## src/rtl/pcm_port_pkg.sv

```systemverilog
package pcm_port_pkg;
  localparam int unsigned SAMPLE_W = 8;
  localparam logic [SAMPLE_W-1:0] MU_QUIET = 8'h7F;
  localparam logic [SAMPLE_W-1:0] A_QUIET  = 8'h55;

  function automatic logic [SAMPLE_W-1:0] quiet_code(input logic law_a);
    return law_a ? A_QUIET : MU_QUIET;
  endfunction
endpackage

```

## src/rtl/pcm_tx_shifter.sv

```systemverilog
module pcm_tx_shifter
  import pcm_port_pkg::*;
#(
  parameter int unsigned W = SAMPLE_W
) (
  input  logic         clk_i,
  input  logic         rst_ni,
  input  logic         stb_i,
  input  logic         law_a_i,
  input  logic         tx_mute_i,
  input  logic [W-1:0] tx_sample_i,
  input  logic         tx_valid_i,
  output logic         sdo_o,
  output logic         sdo_oe_o
);
  logic [W-1:0] hold_q, shreg_q, load_byte;
  logic         hold_vld_q;

  always_comb begin
    if (tx_mute_i || !hold_vld_q) load_byte = W'(quiet_code(law_a_i));
    else                          load_byte = hold_q;
  end

  always_ff @(posedge clk_i or negedge rst_ni) begin
    if (!rst_ni) begin
      hold_q     <= '0;
      hold_vld_q <= 1'b0;
    end else if (tx_valid_i) begin
      hold_q     <= tx_sample_i;
      hold_vld_q <= 1'b1;
    end
  end

  // idle edges reload, slot edges shift
  always_ff @(posedge clk_i or negedge rst_ni) begin
    if (!rst_ni)     shreg_q <= '0;
    else if (!stb_i) shreg_q <= load_byte;
    else             shreg_q <= {shreg_q[W-2:0], 1'b0};
  end

  assign sdo_o    = shreg_q[W-1];
  assign sdo_oe_o = stb_i & rst_ni;
endmodule

```

## src/rtl/pcm_rx_shifter.sv

```systemverilog
module pcm_rx_shifter
  import pcm_port_pkg::*;
#(
  parameter int unsigned W = SAMPLE_W
) (
  input  logic         clk_i,
  input  logic         rst_ni,
  input  logic         stb_i,
  input  logic         sdi_i,
  input  logic         law_a_i,
  input  logic         rx_mute_i,
  output logic [W-1:0] rx_sample_o,
  output logic         rx_valid_o
);
  localparam int unsigned CNT_W = $clog2(W + 1);

  logic [W-1:0]     shreg_q;
  logic [CNT_W-1:0] cnt_q;
  logic             done_q;

  // falling-edge capture domain
  always_ff @(negedge clk_i or negedge rst_ni) begin
    if (!rst_ni) begin
      shreg_q <= '0;
      cnt_q   <= '0;
      done_q  <= 1'b0;
    end else if (!stb_i) begin
      cnt_q  <= '0;
      done_q <= 1'b0;
    end else begin
      done_q <= (cnt_q == CNT_W'(W - 1));
      if (cnt_q != CNT_W'(W)) begin
        shreg_q <= {shreg_q[W-2:0], sdi_i};
        cnt_q   <= cnt_q + 1'b1;
      end
    end
  end

  // delivery at the rising edge after the last sample
  always_ff @(posedge clk_i or negedge rst_ni) begin
    if (!rst_ni) begin
      rx_sample_o <= '0;
      rx_valid_o  <= 1'b0;
    end else begin
      rx_valid_o <= done_q;
      if (done_q) rx_sample_o <= rx_mute_i ? W'(quiet_code(law_a_i)) : shreg_q;
    end
  end

  AST_RX_PULSE_SINGLE: assert property (@(posedge clk_i) disable iff (!rst_ni)
    rx_valid_o |=> !rx_valid_o);
  AST_RX_IN_SLOT: assert property (@(posedge clk_i) disable iff (!rst_ni)
    rx_valid_o |-> $past(stb_i));
  AST_RX_MUTE_QUIET: assert property (@(posedge clk_i) disable iff (!rst_ni)
    (rx_valid_o && $past(rx_mute_i)) |-> (rx_sample_o == W'(quiet_code($past(law_a_i)))));
endmodule

```

## src/rtl/pcm_strobe_port.sv

```systemverilog
module pcm_strobe_port
  import pcm_port_pkg::*;
#(
  parameter int unsigned W = SAMPLE_W
) (
  input  logic         clk_i,
  input  logic         rst_ni,
  input  logic         stb_i,
  input  logic         sdi_i,
  input  logic         law_a_i,
  input  logic         rx_mute_i,
  input  logic         tx_mute_i,
  input  logic [W-1:0] tx_sample_i,
  input  logic         tx_valid_i,
  output logic         sdo_o,
  output logic         sdo_oe_o,
  output logic [W-1:0] rx_sample_o,
  output logic         rx_valid_o
);
  pcm_tx_shifter #(.W(W)) u_tx (
    .clk_i       (clk_i),
    .rst_ni      (rst_ni),
    .stb_i       (stb_i),
    .law_a_i     (law_a_i),
    .tx_mute_i   (tx_mute_i),
    .tx_sample_i (tx_sample_i),
    .tx_valid_i  (tx_valid_i),
    .sdo_o       (sdo_o),
    .sdo_oe_o    (sdo_oe_o)
  );

  pcm_rx_shifter #(.W(W)) u_rx (
    .clk_i       (clk_i),
    .rst_ni      (rst_ni),
    .stb_i       (stb_i),
    .sdi_i       (sdi_i),
    .law_a_i     (law_a_i),
    .rx_mute_i   (rx_mute_i),
    .rx_sample_o (rx_sample_o),
    .rx_valid_o  (rx_valid_o)
  );

  // both quiet codes have a zero MSB
  AST_TX_MUTE_MSB: assert property (@(posedge clk_i) disable iff (!rst_ni)
    ($rose(stb_i) && $past(tx_mute_i)) |-> !sdo_o);
endmodule

```

## config.mk

```make
export PLATFORM = sky130hd
export DESIGN_NAME = pcm_strobe_port
export DESIGN_NICKNAME = d
export VERILOG_FILES = /design/src/rtl/pcm_port_pkg.sv /design/src/rtl/pcm_tx_shifter.sv /design/src/rtl/pcm_rx_shifter.sv /design/src/rtl/pcm_strobe_port.sv
export SDC_FILE = /design/constraint.sdc
export NUM_CORES = 1
export LEC_CHECK = 0
export ABC_AREA = 1
export BUFFER_PORTS_ARGS = -buffer_cell sky130_fd_sc_hd__buf_2
export CAP_MARGIN = 0
export CORE_UTILIZATION = 40
export DETAILED_ROUTE_END_ITERATION = 6
export PLACE_DENSITY = 0.62
export SLEW_MARGIN = 20
export SYNTH_ARGS = -nofsm -noshare
export SYNTH_HDL_FRONTEND = slang
export SYNTH_SLANG_ARGS = --single-unit
```

## constraint.sdc

```tcl
create_clock -name clk_i -period 1.2 [get_ports clk_i]
set_input_delay 0.36 -clock clk_i [delete_from_list [all_inputs] [get_ports clk_i]]
set_output_delay 0.36 -clock clk_i [all_outputs]
set_load 0.02 [all_outputs]
```

==> results of run 1 <==
[kinds of logic after synthesis]
logic type      Yosys count
xor+xnor                  1
mux                       5
simple gates             87
flops                    39
buf+inv                  19
fa+ha+maj                 2
compound gates           14
[final cells by class]
class | count | share of cell area
well taps | 48 | 0.0260
flip-flops and latches | 39 | 0.423
inverters | 14 | 0.0238
multi-input cells | 110 | 0.277
repair buffers | 59 | 0.207
clock buffers | 8 | 0.0433
[registers in the layout, summed over array words and instances (netlist names)]
signal,cells
u_rx.rx_sample_o,8
u_rx.shreg_q,8
u_tx.hold_q,8
u_tx.shreg_q,8
u_rx.cnt_q,4
u_rx.done_q,1
u_rx.rx_valid_o,1
u_tx.hold_vld_q,1
[power by group]
group          switching (W)  total [W]  internal, W
Combinational       0.000309   0.000624     0.000315
Clock               0.000403   0.000927     0.000524
Sequential         0.0000729    0.00154      0.00147
Total               0.000785    0.00309      0.00230
[what timing repair did]
item,CTS,global route
gates resized for setup,21,17
endpoints found under the setup margin,21,26
cloned,1,1
endpoints found under the hold margin,0,0
buffers inserted,6,3
pin swaps,5,12
[cells in the final DEF, fill, tap and decap left out, drive strengths merged]
| cell type | instances |
|---|---|
| nor2 | 8 |
| dfrtp | 26 |
| nand3 | 20 |
| ha | 2 |
| nand2 | 57 |
| mux2 | 5 |
| o21ai | 11 |
| xnor2 | 1 |
| clkbuf | 9 |
| a31oi | 3 |
| dfrtn | 13 |
| buf | 58 |
| nand4 | 2 |
| inv | 14 |
| or2 | 1 |
[worst max path at each step]
stage	cells past startpoint	from	end
2_1_floorplan	4	stb_i	u_rx.done_q$_DFF_NN0_
3_3_place_gp	4	stb_i	u_rx.shreg_q[3]$_DFFE_NN0P_
3_5_place_dp	4	stb_i	u_rx.shreg_q[3]$_DFFE_NN0P_
4_1_cts	4	u_rx.done_q$_DFF_NN0_	u_rx.rx_sample_o[3]$_DFFE_PN0P_
5_1_grt	4	u_rx.done_q$_DFF_NN0_	u_rx.rx_sample_o[1]$_DFFE_PN0P_
6_report	4	u_rx.done_q$_DFF_NN0_	u_rx.rx_sample_o[5]$_DFFE_PN0P_
[routing by layer]
metal,share of wire,wire length (µm),GRT usage
met1,0.44,1470,0.215
met3,0.040,136,0.0365
met4,0.015,51,0.109
met5,0,0,0
met2,0.51,1710,0.296
[per-stage QoR]
stage	hold slack [ns]	total power, W	cells
floorplan	0.0644	0.00183	167
global placement	0.371	0.00205	259
detailed placement	0.384	0.00207	259
CTS	0.0881	0.00305	274
global route	0.0978	0.00325	278
finish	0.0831	0.00309	278
==> results summary, run 1 <==
The post-route worst setup slack is -0.296 ns. The endpoint required time on the critical path came out at 1.42 ns. The via count normalized by instance count is 4.81.

The endpoint identified for the worst register-to-register timing path is u_rx.rx_sample_o[5]$_DFFE_PN0P_. The signal arrival time at the worst endpoint is 1.71 ns. The final net count is 247.

The area fraction of the dominant cell type after synthesis is 0.401. The power per cell area came out at 1340 nW/µm². Detailed placement finished with a half-perimeter wire length of 2330 µm. For the worst flop-to-flop path, the logic depth is 4. Setup slack on the worst reg-to-reg path comes out at -0.30 ns. The hold-fix buffer count after cts is 0.

The run finished, with violations left. Of the total synthesized cell area, the portion taken by AND, OR, NAND and NOR gates is 0.231. In this run, synthesis inferred 0 flip-flops with an integrated enable. In this run, synthesis produced a sequential element count of 39. The final count of hold timing violations is 0. The buffers plus inverters on the worst setup path is 1. In the synthesized netlist, the cells that appear most often are 55 x sky130_fd_sc_hd__nand2_1, 26 x sky130_fd_sc_hd__dfrtp_1, 18 x sky130_fd_sc_hd__nand3_1. The starting density of the core is 0.430.

The synthesized design spends more area on one cell type than any other, namely sky130_fd_sc_hd__dfrtp_1. The total via count in the routed design came out at 1338. The fraction of registers with async set/reset is 1.00.

The share of the core filled with cells in the final layout came out at 0.612. The share of the synthesized area in compound gates (AO/OA/AOI/OAI) came out at 0.0478. After synthesis, the share of cell area in mux cells is 0.0347. TritonCTS built the clock tree.

The number of diodes came out at 0. The maximum ir drop on the vdd rail is 812 µV. Setup total negative slack on the finished layout was measured at -2.78 ns. The level count of the clock H-tree came out at 2. The post-synthesis share of cell area spent on full adders, half adders and majority gates is 0.0154. The number of antenna violations at the first check in global routing was 0. The count of different cell masters after synthesis came out at 20. The post-place instance area came out at 1980 µm². The multi-input combinational cells in the finished layout cover a total of 641 µm². The clock tree root buffer cell is sky130_fd_sc_hd__clkbuf_8. The overall die height came out at 65.7 µm.

The CTS buffer count is 5. The highest fanout seen on the critical path is 9. Summing all flip-flop and latch instances after layout gives 976 µm². The clock slew seen by the registers of the worst setup and hold paths is 0.07 ns.

The worst reg2reg path startpoint is u_rx.done_q$_DFF_NN0_. Among all flip-flop cells after synthesis, the most frequent one is sky130_fd_sc_hd__dfrtp_1. The slew at the pin closest to its max-slew limit is 0.260 ns. The number of pins with negative max-slew slack in the final report came out at 0. Walking the worst path, the cells encountered are inv_4 -> nor2_4 -> nand2_1 -> nand3_1. The total of warnings raised by yosys came out at 0. The checks that failed: setup timing. Ranked by total cell area, the synthesized netlist is headed by sky130_fd_sc_hd__dfrtp_1 40%, sky130_fd_sc_hd__dfrtn_1 20%, sky130_fd_sc_hd__nand2_1 13%, sky130_fd_sc_hd__nand3_1 5.6%, sky130_fd_sc_hd__mux2_2 3.5%. The largest single stage delay on the critical path is 0.49 ns. The cell class contributing the biggest share of worst-path delay is flip-flops. Setup repair after global routing could not meet its margin everywhere. The worst hold path belongs to the class input port to asynchronous set/reset pin. The post-synthesis cell count is 167. The tightest slew margin relative to the limit is 0.827. The fraction of layout instances using a drive strength above 1 is 0.426.

The number of design-rule violations left by the first detailed-router iteration is 49. By instance count, the leading cell after synthesis is sky130_fd_sc_hd__nand2_1. The leakage component of the power came out at 1.17 nW. The first global-routing pass estimated 5800 µm of wire.

On the final layout, the worst clock skew is 0.00975 ns. The final setup violation count came out at 18. The post-synth net total is 185.

In this run the deepest clock path goes through 2 buffers. For this run the aggregate overflow at the end of global routing stands at 0. The via count of the first global-routing pass came to 1359. The routed wire length came out at 3370 µm. The mean instance size in the synthesized netlist came out at 9.72 µm². The floorplan die area is 4320 µm².

Across every metal layer, demand over resource in global routing totals 0.180. The share of the Yosys chip area taken by registers is 0.601. Routability-driven placement finished with a final weighted congestion of 0.795. At the placement stage, the worst setup path has a slack of -0.377 ns. STA classifies the critical path startpoint as a flip-flop.

After synthesis, the largest family of logic cells by area is simple AND/OR/NAND/NOR gates. The worst setup path is of the flip-flop to flip-flop kind. After filler insertion, the fill cell instance count of the layout stands at 301. Clock latency on the worst-skew pair, taken at its later pin, is 0.29 ns. The width of the chip is 65.7 µm. In this run the standard cell core region covers 3770 µm². The design area is 2310 µm². The detailed-routing iteration count for the pre-antenna-repair pass came out at 6.

Entering global routing, the biggest net connects 21 pins. The number of primary I/O pins came out at 27. The XOR/XNOR share of the synthesized area is 0.00540. The initialized floorplan defines 22 standard-cell rows.

After detailed routing, the average wire length per cell comes to 12.1 µm. STA classifies the critical path endpoint as a flip-flop. The tool flagged a number of max-cap violations equal to 0. The cell area after synthesis is 1620 µm². The post-detailed-route count of antenna-violating nets is 0. From synthesis to final layout, the design area changed by 42.3%. The count of input and output buffers came out at 26.

For this design, the slowest cell found on the critical path is sky130_fd_sc_hd__dfrtn_1. The number of clock sinks came out at 39. The remaining design rule violation count came out at 0.
Note: power is estimated with default switching activity, not from simulation.
==> inputs of run 2 (changes only) <==
SYNTH_HIERARCHICAL = 1   (was default)
==> run 2 against run 1 <==
  * The run still ends with setup timing left
  * Non-clock buffer count down 1
  * Die area about the same
  * Clock power down 8.7%
  * Critical path type unchanged
  * Final cell count up 5.0%
  * Global-route usage about the same
==> results summary, run 2 <==
The flow ran to the end, but the final reports show violations. The final reports fail on setup timing. The max capacitance violation total is 0 (unchanged). The floorplan core area was 3770 µm² (unchanged). The length in cells of the worst reg-to-reg path came out at 5 (+1). The dominant cell type by area after synthesis is sky130_fd_sc_hd__dfrtp_1. The width of the chip was 65.7 µm (about the same).

The post-detailed-route count of antenna-violating nets came to 0 (unchanged). The maximum root-to-sink buffer count came out at 2 (unchanged). The final net count came out at 261 (+5.7%). The highest fanout seen on the critical path came out at 4 (-5). The residual overflow from global routing came out at 0 (unchanged). The via count normalized by instance count came out at 4.71 (-2.1%).

The CTS buffer count was 5 (unchanged). Leaving out fill and tap cells, the most frequent cell in the layout is sky130_fd_sc_hd__nand2_1. The number of flops mapped to enable cells by yosys is 0 (unchanged).

The total global-route track usage is 0.181 (+0.000439). The worst setup path is captured at a flip-flop. The fraction of layout instances using a drive strength above 1 came out at 0.369 (-0.0572). The weighted congestion at the end of routability-driven global placement is 0.795 (about the same). The count of state elements after synthesis came out at 39 (unchanged).

The post-synthesis cell count came out at 183 (+9.6%). The endpoint required time on the critical path is 1.42 ns (about the same). The slew at the pin closest to its max-slew limit came out at 0.205 ns (-0.0550 ns). The hold-fix buffer count after cts came to 0 (unchanged). The global-route wire length before repair is 5780 µm (-0.47%). The tightest slew margin relative to the limit is 0.863 (+0.0362).

The starting density of the core came out at 0.430 (about the same). The power per cell area is 1320 nW/µm² (-1.3%). The number of clock sinks came to 39 (unchanged). The number of pins with negative max-slew slack in the final report came out at 0 (unchanged). On the critical path the largest part of the delay comes from flip-flops. The final setup violation count came out at 9 (-9). The worst register-to-register path ends at u_rx/rx_sample_o[5]$_DFFE_PN0P_. The signal arrival time at the worst endpoint came out at 1.74 ns (+0.03 ns). The detailed-placement wirelength estimate came out at 2520 µm (+7.8%). The post-synth net total is 201 (+8.6%). The total via count in the routed design is 1376 (+2.8%). The area fraction of the dominant cell type after synthesis came out at 0.401 (about the same). The overall die height came to 65.7 µm (about the same). The total of warnings raised by yosys came out at 6 (+6). The floorplan die area came out at 4310 µm² (about the same). The detailed-routing iteration count for the pre-antenna-repair pass came out at 4 (-2).

The number of diodes was 0 (unchanged). The count of input and output buffers was 26 (unchanged). The worst setup skew after layout is 0.00900 ns (-0.000750 ns). The register-to-register setup slack is -0.32 ns (-0.02 ns).

The fraction of registers with async set/reset is 1.00 (unchanged). The maximum ir drop on the vdd rail came to 1010 µV (+24%). The count of fill cells added during filler insertion is 337 (+12%).

The tightest min-delay check is of the input port to asynchronous set/reset pin type. The via count of the first global-routing pass came out at 1358 (-0.074%). The cell area after synthesis came out at 1620 µm² (about the same). The number of antenna violations at the first check in global routing is 0 (unchanged). The remaining design rule violation count came to 0 (unchanged). The standard-cell row count came to 22 (unchanged).

The count of different cell masters after synthesis came out at 20 (unchanged). The buffers plus inverters on the worst setup path is 2 (+1). The leakage component of the power came out at 1.20 nW (+2.3%). The number of primary I/O pins is 27 (unchanged). The cell sitting at the root of the clock tree is a sky130_fd_sc_hd__clkbuf_8. The maximum number of pins on one net before global-route repair is 16 (-24%). The clock slew seen by the registers of the worst setup and hold paths came out at 0.07 ns (about the same). The dominant cell by count in the synthesized netlist is sky130_fd_sc_hd__nand2_1. The mean instance size in the synthesized netlist came out at 8.86 µm² (-8.8%). The highest cell delay on the worst timing path came out at 0.43 ns (-0.06 ns). The post-route worst setup slack came to -0.317 ns (-0.0215 ns). The critical path is of the flip-flop to flip-flop type. The final sum of negative setup slack is -2.48 ns (+0.297 ns). On the critical path, the stage with the largest delay is an instance of sky130_fd_sc_hd__dfrtn_1. In the synthesized netlist the dominant register cell turns out to be sky130_fd_sc_hd__dfrtp_1. The number of gates on the worst path with buffers counted is 5 (+1). The sequential element share of the synthesized area is 0.602 (about the same).

The share of the core filled with cells in the final layout came out at 0.606 (-0.00664). In this run the critical register-to-register path is launched from u_rx/done_q$_DFF_NN0_. The worst setup path is launched from a flip-flop. The clock latency reported for the late side of the worst-skew pair is 0.29 ns (about the same). The top cell types in the final layout, fill and taps aside, are 65 x sky130_fd_sc_hd__nand2_1, 29 x sky130_fd_sc_hd__buf_4, 26 x sky130_fd_sc_hd__dfrtp_1.

By area the synthesized netlist is led by sky130_fd_sc_hd__dfrtp_1 40%, sky130_fd_sc_hd__dfrtn_1 20%, sky130_fd_sc_hd__nand2_1 15%, sky130_fd_sc_hd__nand3_1 6.2%, sky130_fd_sc_hd__nor2_1 4.6%. The routed wire length came out at 3450 µm (+2.4%). The setup slack after placement came out at -0.400 ns (-0.0229 ns).

The number of design-rule violations left by the first detailed-router iteration is 56 (+14%). The TritonCTS clock tree is done. The final routed wire length divided by cell count came out at 11.8 µm (-2.5%). The final count of hold timing violations is 0 (unchanged).

The commonest cells after synthesis are 66 x sky130_fd_sc_hd__nand2_1, 26 x sky130_fd_sc_hd__dfrtp_1, 20 x sky130_fd_sc_hd__nand3_1, 20 x sky130_fd_sc_hd__nor2_1. The critical path goes through inv_2 -> nor2_4 -> buf_4 -> nand2_1 -> nand3_1. The area growth from synthesis to layout is 40.9%.

Setup repair after global routing could not meet its margin everywhere. The level count of the clock H-tree came to 2 (unchanged).
[run 2: power by group]
part / switching, W / internal [W]
clock: 0.000440 / 0.000406
combinational: 0.000309 / 0.000319
sequential: 0.0000799 / 0.00146
total: 0.000828 / 0.00219
[run 2: metal layers]
layer	routed length (µm)	vias up	GRT usage	part of all wire
li1	-	688	-	-
met3	128	6	0.0486	0.037
met5	0	-	0	0
met1	1550	648	0.220	0.45
met4	47	0	0.0679	0.014
met2	1720	34	0.302	0.50
[run 2: area by class of cell]
class / instances / area (µm²) / area share
Clock inverter: 2 / 12.5 / 0.00548
Timing Repair Buffer: 58 / 462 / 0.202
Clock buffer: 6 / 72.6 / 0.0318
Inverter: 17 / 63.8 / 0.0279
Tap cell: 48 / 60.1 / 0.0263
Sequential cell: 39 / 976 / 0.427
Multi-Input combinational cell: 122 / 638 / 0.279
[run 2: how the worst max path moves through the flow]
stage / from / end
after global routing: u_rx/done_q$_DFF_NN0_ / u_rx/rx_sample_o[2]$_DFFE_PN0P_
after global placement: stb_i / u_rx/cnt_q[0]$_DFFE_NN0P_
after floorplan: u_rx/done_q$_DFF_NN0_ / u_rx/rx_sample_o[0]$_DFFE_PN0P_
after detailed placement: stb_i / u_rx/cnt_q[0]$_DFFE_NN0P_
after CTS: u_rx/done_q$_DFF_NN0_ / u_rx/rx_sample_o[4]$_DFFE_PN0P_
final: u_rx/done_q$_DFF_NN0_ / u_rx/rx_sample_o[5]$_DFFE_PN0P_
[run 2: kinds of logic (layout without fill, tap and decap cells)]
family	count (synthesis)	after routing	share of synthesized area
AO/OA/AOI/OAI	8	8	0.0270
AND/OR/NAND/NOR	111	111	0.286
buffers and inverters	22	83	0.0640
flip-flops	39	39	0.602
XOR/XNOR	1	1	0.00540
adder cells (fa/ha/maj)	2	2	0.0154
[run 2: stage by stage]
stage	hold WS [ns]	power, W	instance area (µm²)	instances
after floorplan	0.0644	0.00182	1700	183
after global placement	0.379	0.00204	2010	275
after detailed placement	0.382	0.00206	2010	275
after CTS	0.0706	0.00295	2160	285
after global routing	0.0832	0.00317	2280	292
final	0.0754	0.00301	2280	292
[run 2: worst reg2reg max path: cells and delay by family, from the launching register on]
| kind | cells | cell delay (ns) |
|---|---|---|
| flops | 1 | 0.43 |
| buf+inv | 2 | 0.19 |
| simple gates | 3 | 0.22 |
[run 2: repair_timing]
| item | CTS | global route |
|---|---|---|
| pin swaps | 3 | 5 |
| setup buffers | 2 | 7 |
| gates resized for setup | 13 | 22 |
| hold endpoints to repair | 0 | 0 |
| endpoints found under the setup margin | 23 | 28 |
==> inputs of run 3 (changes only) <==
BUFFER_PORTS_ARGS = default   (was -buffer_cell sky130_fd_sc_hd__buf_2)
DONT_BUFFER_PORTS = 1   (was default)
PLACE_DENSITY = 0.56   (was 0.62)
==> run 3 against run 2 <==
  * The run still ends with setup timing left
  * Sequential power rose by 5%
  * Setup slack better by 0.029 ns
  * Combinational power decreased by 42%
  * Sequential cell count unchanged
==> results summary, run 3 (synthesized netlist as in run 2, its figures left out) <==
The number of clock sinks is 39 (unchanged). The floorplan core area was 3770 µm² (unchanged). The tightest slew margin relative to the limit came to 0.832 (-0.0307).

The maximum ir drop on the vdd rail is 831 µV (-18%). STA classifies the critical path endpoint as a flip-flop. The count of input and output buffers came out at 0 (-100%).

The width of the chip is 65.7 µm (unchanged). The number of standard cells in the final layout excluding fillers came out at 257 (-12%). The worst setup path is launched from a flip-flop. The routed wire length is 3320 µm (-3.9%). The design area is 2060 µm² (-10%).

The overall die height came to 65.7 µm (unchanged). In the layout the commonest cells are 59 x sky130_fd_sc_hd__nand2_1, 26 x sky130_fd_sc_hd__dfrtp_1, 19 x sky130_fd_sc_hd__nor2_1. The number of design-rule violations left by the first detailed-router iteration is 49 (-13%). The internal cell power is 0.00205 W (-6.4%). The number of antenna violations at the first check in global routing came out at 0 (unchanged). The fraction of layout instances using a drive strength above 1 is 0.278 (-0.0913).

The share of power burned in registers was 0.570 (+0.058). The post-place instance area came to 1840 µm² (-8.3%). The maximum root-to-sink buffer count came to 2 (unchanged). The remaining design rule violation count was 0 (unchanged). The signal arrival time at the worst endpoint is 1.71 ns (-0.03 ns). The part of the power in the clock network is 0.300 (+0.020).

The tree is rooted in a sky130_fd_sc_hd__clkbuf_8. The area occupied by multi-input gates is 667 µm² (+4.5%). The number of primary I/O pins is 27 (unchanged). The most frequent standard cell in the layout excluding fill and tap cells is sky130_fd_sc_hd__nand2_1. The final reports fail on setup timing. The detailed-routing iteration count for the pre-antenna-repair pass came out at 4 (unchanged). The register cell area after layout is 976 µm² (unchanged). The floorplan die area is 4310 µm² (unchanged). The weighted congestion at the end of routability-driven global placement was 0.804 (+1.2%). The clock slew seen by the registers of the worst setup and hold paths is 0.07 ns (about the same). The CTS buffer count is 5 (unchanged). The flow ran to the end, but the final reports show violations. The standard-cell row count came out at 22 (unchanged). The buffers plus inverters on the worst setup path is 2 (unchanged).

The slowest stage of the critical path is the sky130_fd_sc_hd__dfrtn_1 cell. The post-detailed-route count of antenna-violating nets is 0 (unchanged). The met1 track demand over resource came out at 0.198 (-0.0222). The detailed-placement wirelength estimate came out at 2190 µm (-13%).

The final routed wire length divided by cell count came out at 12.9 µm (+9.1%). The switching power share of the total came out at 0.274 (-0.000936). The clock latency reported for the late side of the worst-skew pair is 0.29 ns (about the same). The number of pins with negative max-slew slack in the final report is 0 (unchanged). The total global-route track usage was 0.177 (-0.00324). The final setup violation count is 9 (unchanged).

The TritonCTS clock tree is done. The worst setup skew after layout is 0.00991 ns (+0.000902 ns). The critical path in this run is classified as flip-flop to flip-flop. The layer flagged by global routing as most heavily used is met2. The setup slack after placement was -0.281 ns (+0.119 ns).

The net switching power is 0.000771 W (-6.9%). The highest fanout seen on the critical path came out at 4 (unchanged). The cell count after placement is 244 (-11%). The starting density of the core came out at 0.430 (unchanged).

The global-route wire length before repair came out at 5590 µm (-3.2%). The endpoint required time on the critical path is 1.42 ns (about the same). The register-to-register setup slack came out at -0.29 ns (+0.03 ns). The via count normalized by instance count was 4.71 (about the same). The via count of the first global-routing pass came out at 1289 (-5.1%). The leakage component of the power came out at 1.04 nW (-13%). The total via count in the routed design came out at 1210 (-12%). The number of diodes is 0 (unchanged). The cell class contributing the biggest share of worst-path delay is flip-flops. The post-route worst setup slack is -0.288 ns (+0.0291 ns). The final count of hold timing violations came out at 0 (unchanged).

The count of fill cells added during filler insertion is 344 (+2.1%). The worst hold margin is 0.172 ns (+0.0969 ns). Setup repair after global routing could not meet its margin everywhere. The maximum number of pins on one net before global-route repair is 27 (+11). The part of the total power dissipated in combinational logic came to 0.130 (-0.078). The residual overflow from global routing is 0 (unchanged). The slew at the pin closest to its max-slew limit came out at 0.252 ns (+0.0468 ns). The type of the worst min-delay path is input port to flip-flop. The power per cell area came out at 1370 nW/µm² (+3.8%). The highest cell delay on the worst timing path is 0.42 ns (about the same). The max capacitance violation total came out at 0 (unchanged). The met3 usage in global routing is 0.0573 (+0.00868).

The level count of the clock H-tree was 2 (unchanged). The met2 track utilization from global routing came out at 0.311 (+0.00893). Compared with the post-synthesis result, the final layout area differs by 26.8%. The final net count came out at 226 (-13%). The signal on the critical path passes through inv_2 -> nor2_4 -> buf_6 -> nand2_1 -> nand3_1.
[run 3: cell count changes in the layout (fill, tap and decap cells not counted)]
| cell | delta |
|---|---|
| sky130_fd_sc_hd__nor2_1 | +1 |
| sky130_fd_sc_hd__nand2_2 | +6 |
| sky130_fd_sc_hd__nand2_1 | -6 |
| sky130_fd_sc_hd__nand3_1 | +1 |
| sky130_fd_sc_hd__nand2_4 | +1 |
| sky130_fd_sc_hd__buf_4 | -16 |
| sky130_fd_sc_hd__dlygate4sd3_1 | +1 |
| sky130_fd_sc_hd__buf_6 | -6 |
| sky130_fd_sc_hd__buf_2 | -16 |
| sky130_fd_sc_hd__nor2_2 | -1 |
[run 3: metrics by stage]
step,util,power (W),TNS [ns]
after floorplan,-,0.00182,-5.72
after CTS,0.528,0.00283,-2.26
after global placement,0.489,0.00191,-3.19
after global routing,0.545,0.00297,-3.03
final,0.545,0.00282,-2.26
after detailed placement,0.489,0.00192,-3.32
[run 3: per-layer routing]
metal | up-vias | part of all wire | wire length, µm
met4 | 0 | 0.015 | 50
met2 | 24 | 0.52 | 1710
met3 | 4 | 0.038 | 126
met1 | 559 | 0.43 | 1430
met5 | - | 0 | 0
li1 | 623 | - | -
[run 3: layout make-up]
| type | count | area share |
|---|---|---|
| clock buffer | 6 | 0.0353 |
| clock inverter | 2 | 0.00609 |
| inverter | 17 | 0.0310 |
| multi-input combinational | 124 | 0.324 |
| sequential | 39 | 0.475 |
| tap | 48 | 0.0292 |
| timing repair buffer | 21 | 0.0992 |
[run 3: worst paths after layout]
check | depth (start not counted) | end | from
max in group asynchronous | 2 | u_tx/shreg_q[3]$_DFF_PN0_ | rst_ni
hold reg to reg | 2 | u_tx/shreg_q[3]$_DFF_PN0_ | u_tx/shreg_q[2]$_DFF_PN0_
setup reg to reg | 5 | u_rx/rx_sample_o[1]$_DFFE_PN0P_ | u_rx/done_q$_DFF_NN0_
min in group asynchronous | 0 | u_rx/shreg_q[1]$_DFFE_NN0P_ | rst_ni
setup / recovery | 5 | u_rx/rx_sample_o[1]$_DFFE_PN0P_ | u_rx/done_q$_DFF_NN0_
hold / removal | 1 | u_tx/hold_q[4]$_DFFE_PN0P_ | tx_valid_i
[run 3: power groups by stage]
stage               Combinational [W]  Sequential (W)  Clock, W
floorplan                    0.000208         0.00162         0
global placement             0.000285         0.00163         0
detailed placement           0.000294         0.00163         0
CTS                          0.000345         0.00161  0.000879
global route                 0.000417         0.00162  0.000933
finish                       0.000366         0.00161  0.000845
[run 3: timing repair]
item                                    4_1_cts  5_1_grt
gates resized for setup                       5       15
hold endpoints to repair                     26        0
endpoints found under the setup margin       20       17
hold buffers                                  2        0
gates cloned                                  1        1
pin swaps                                     1       12
setup buffers                                 0        1
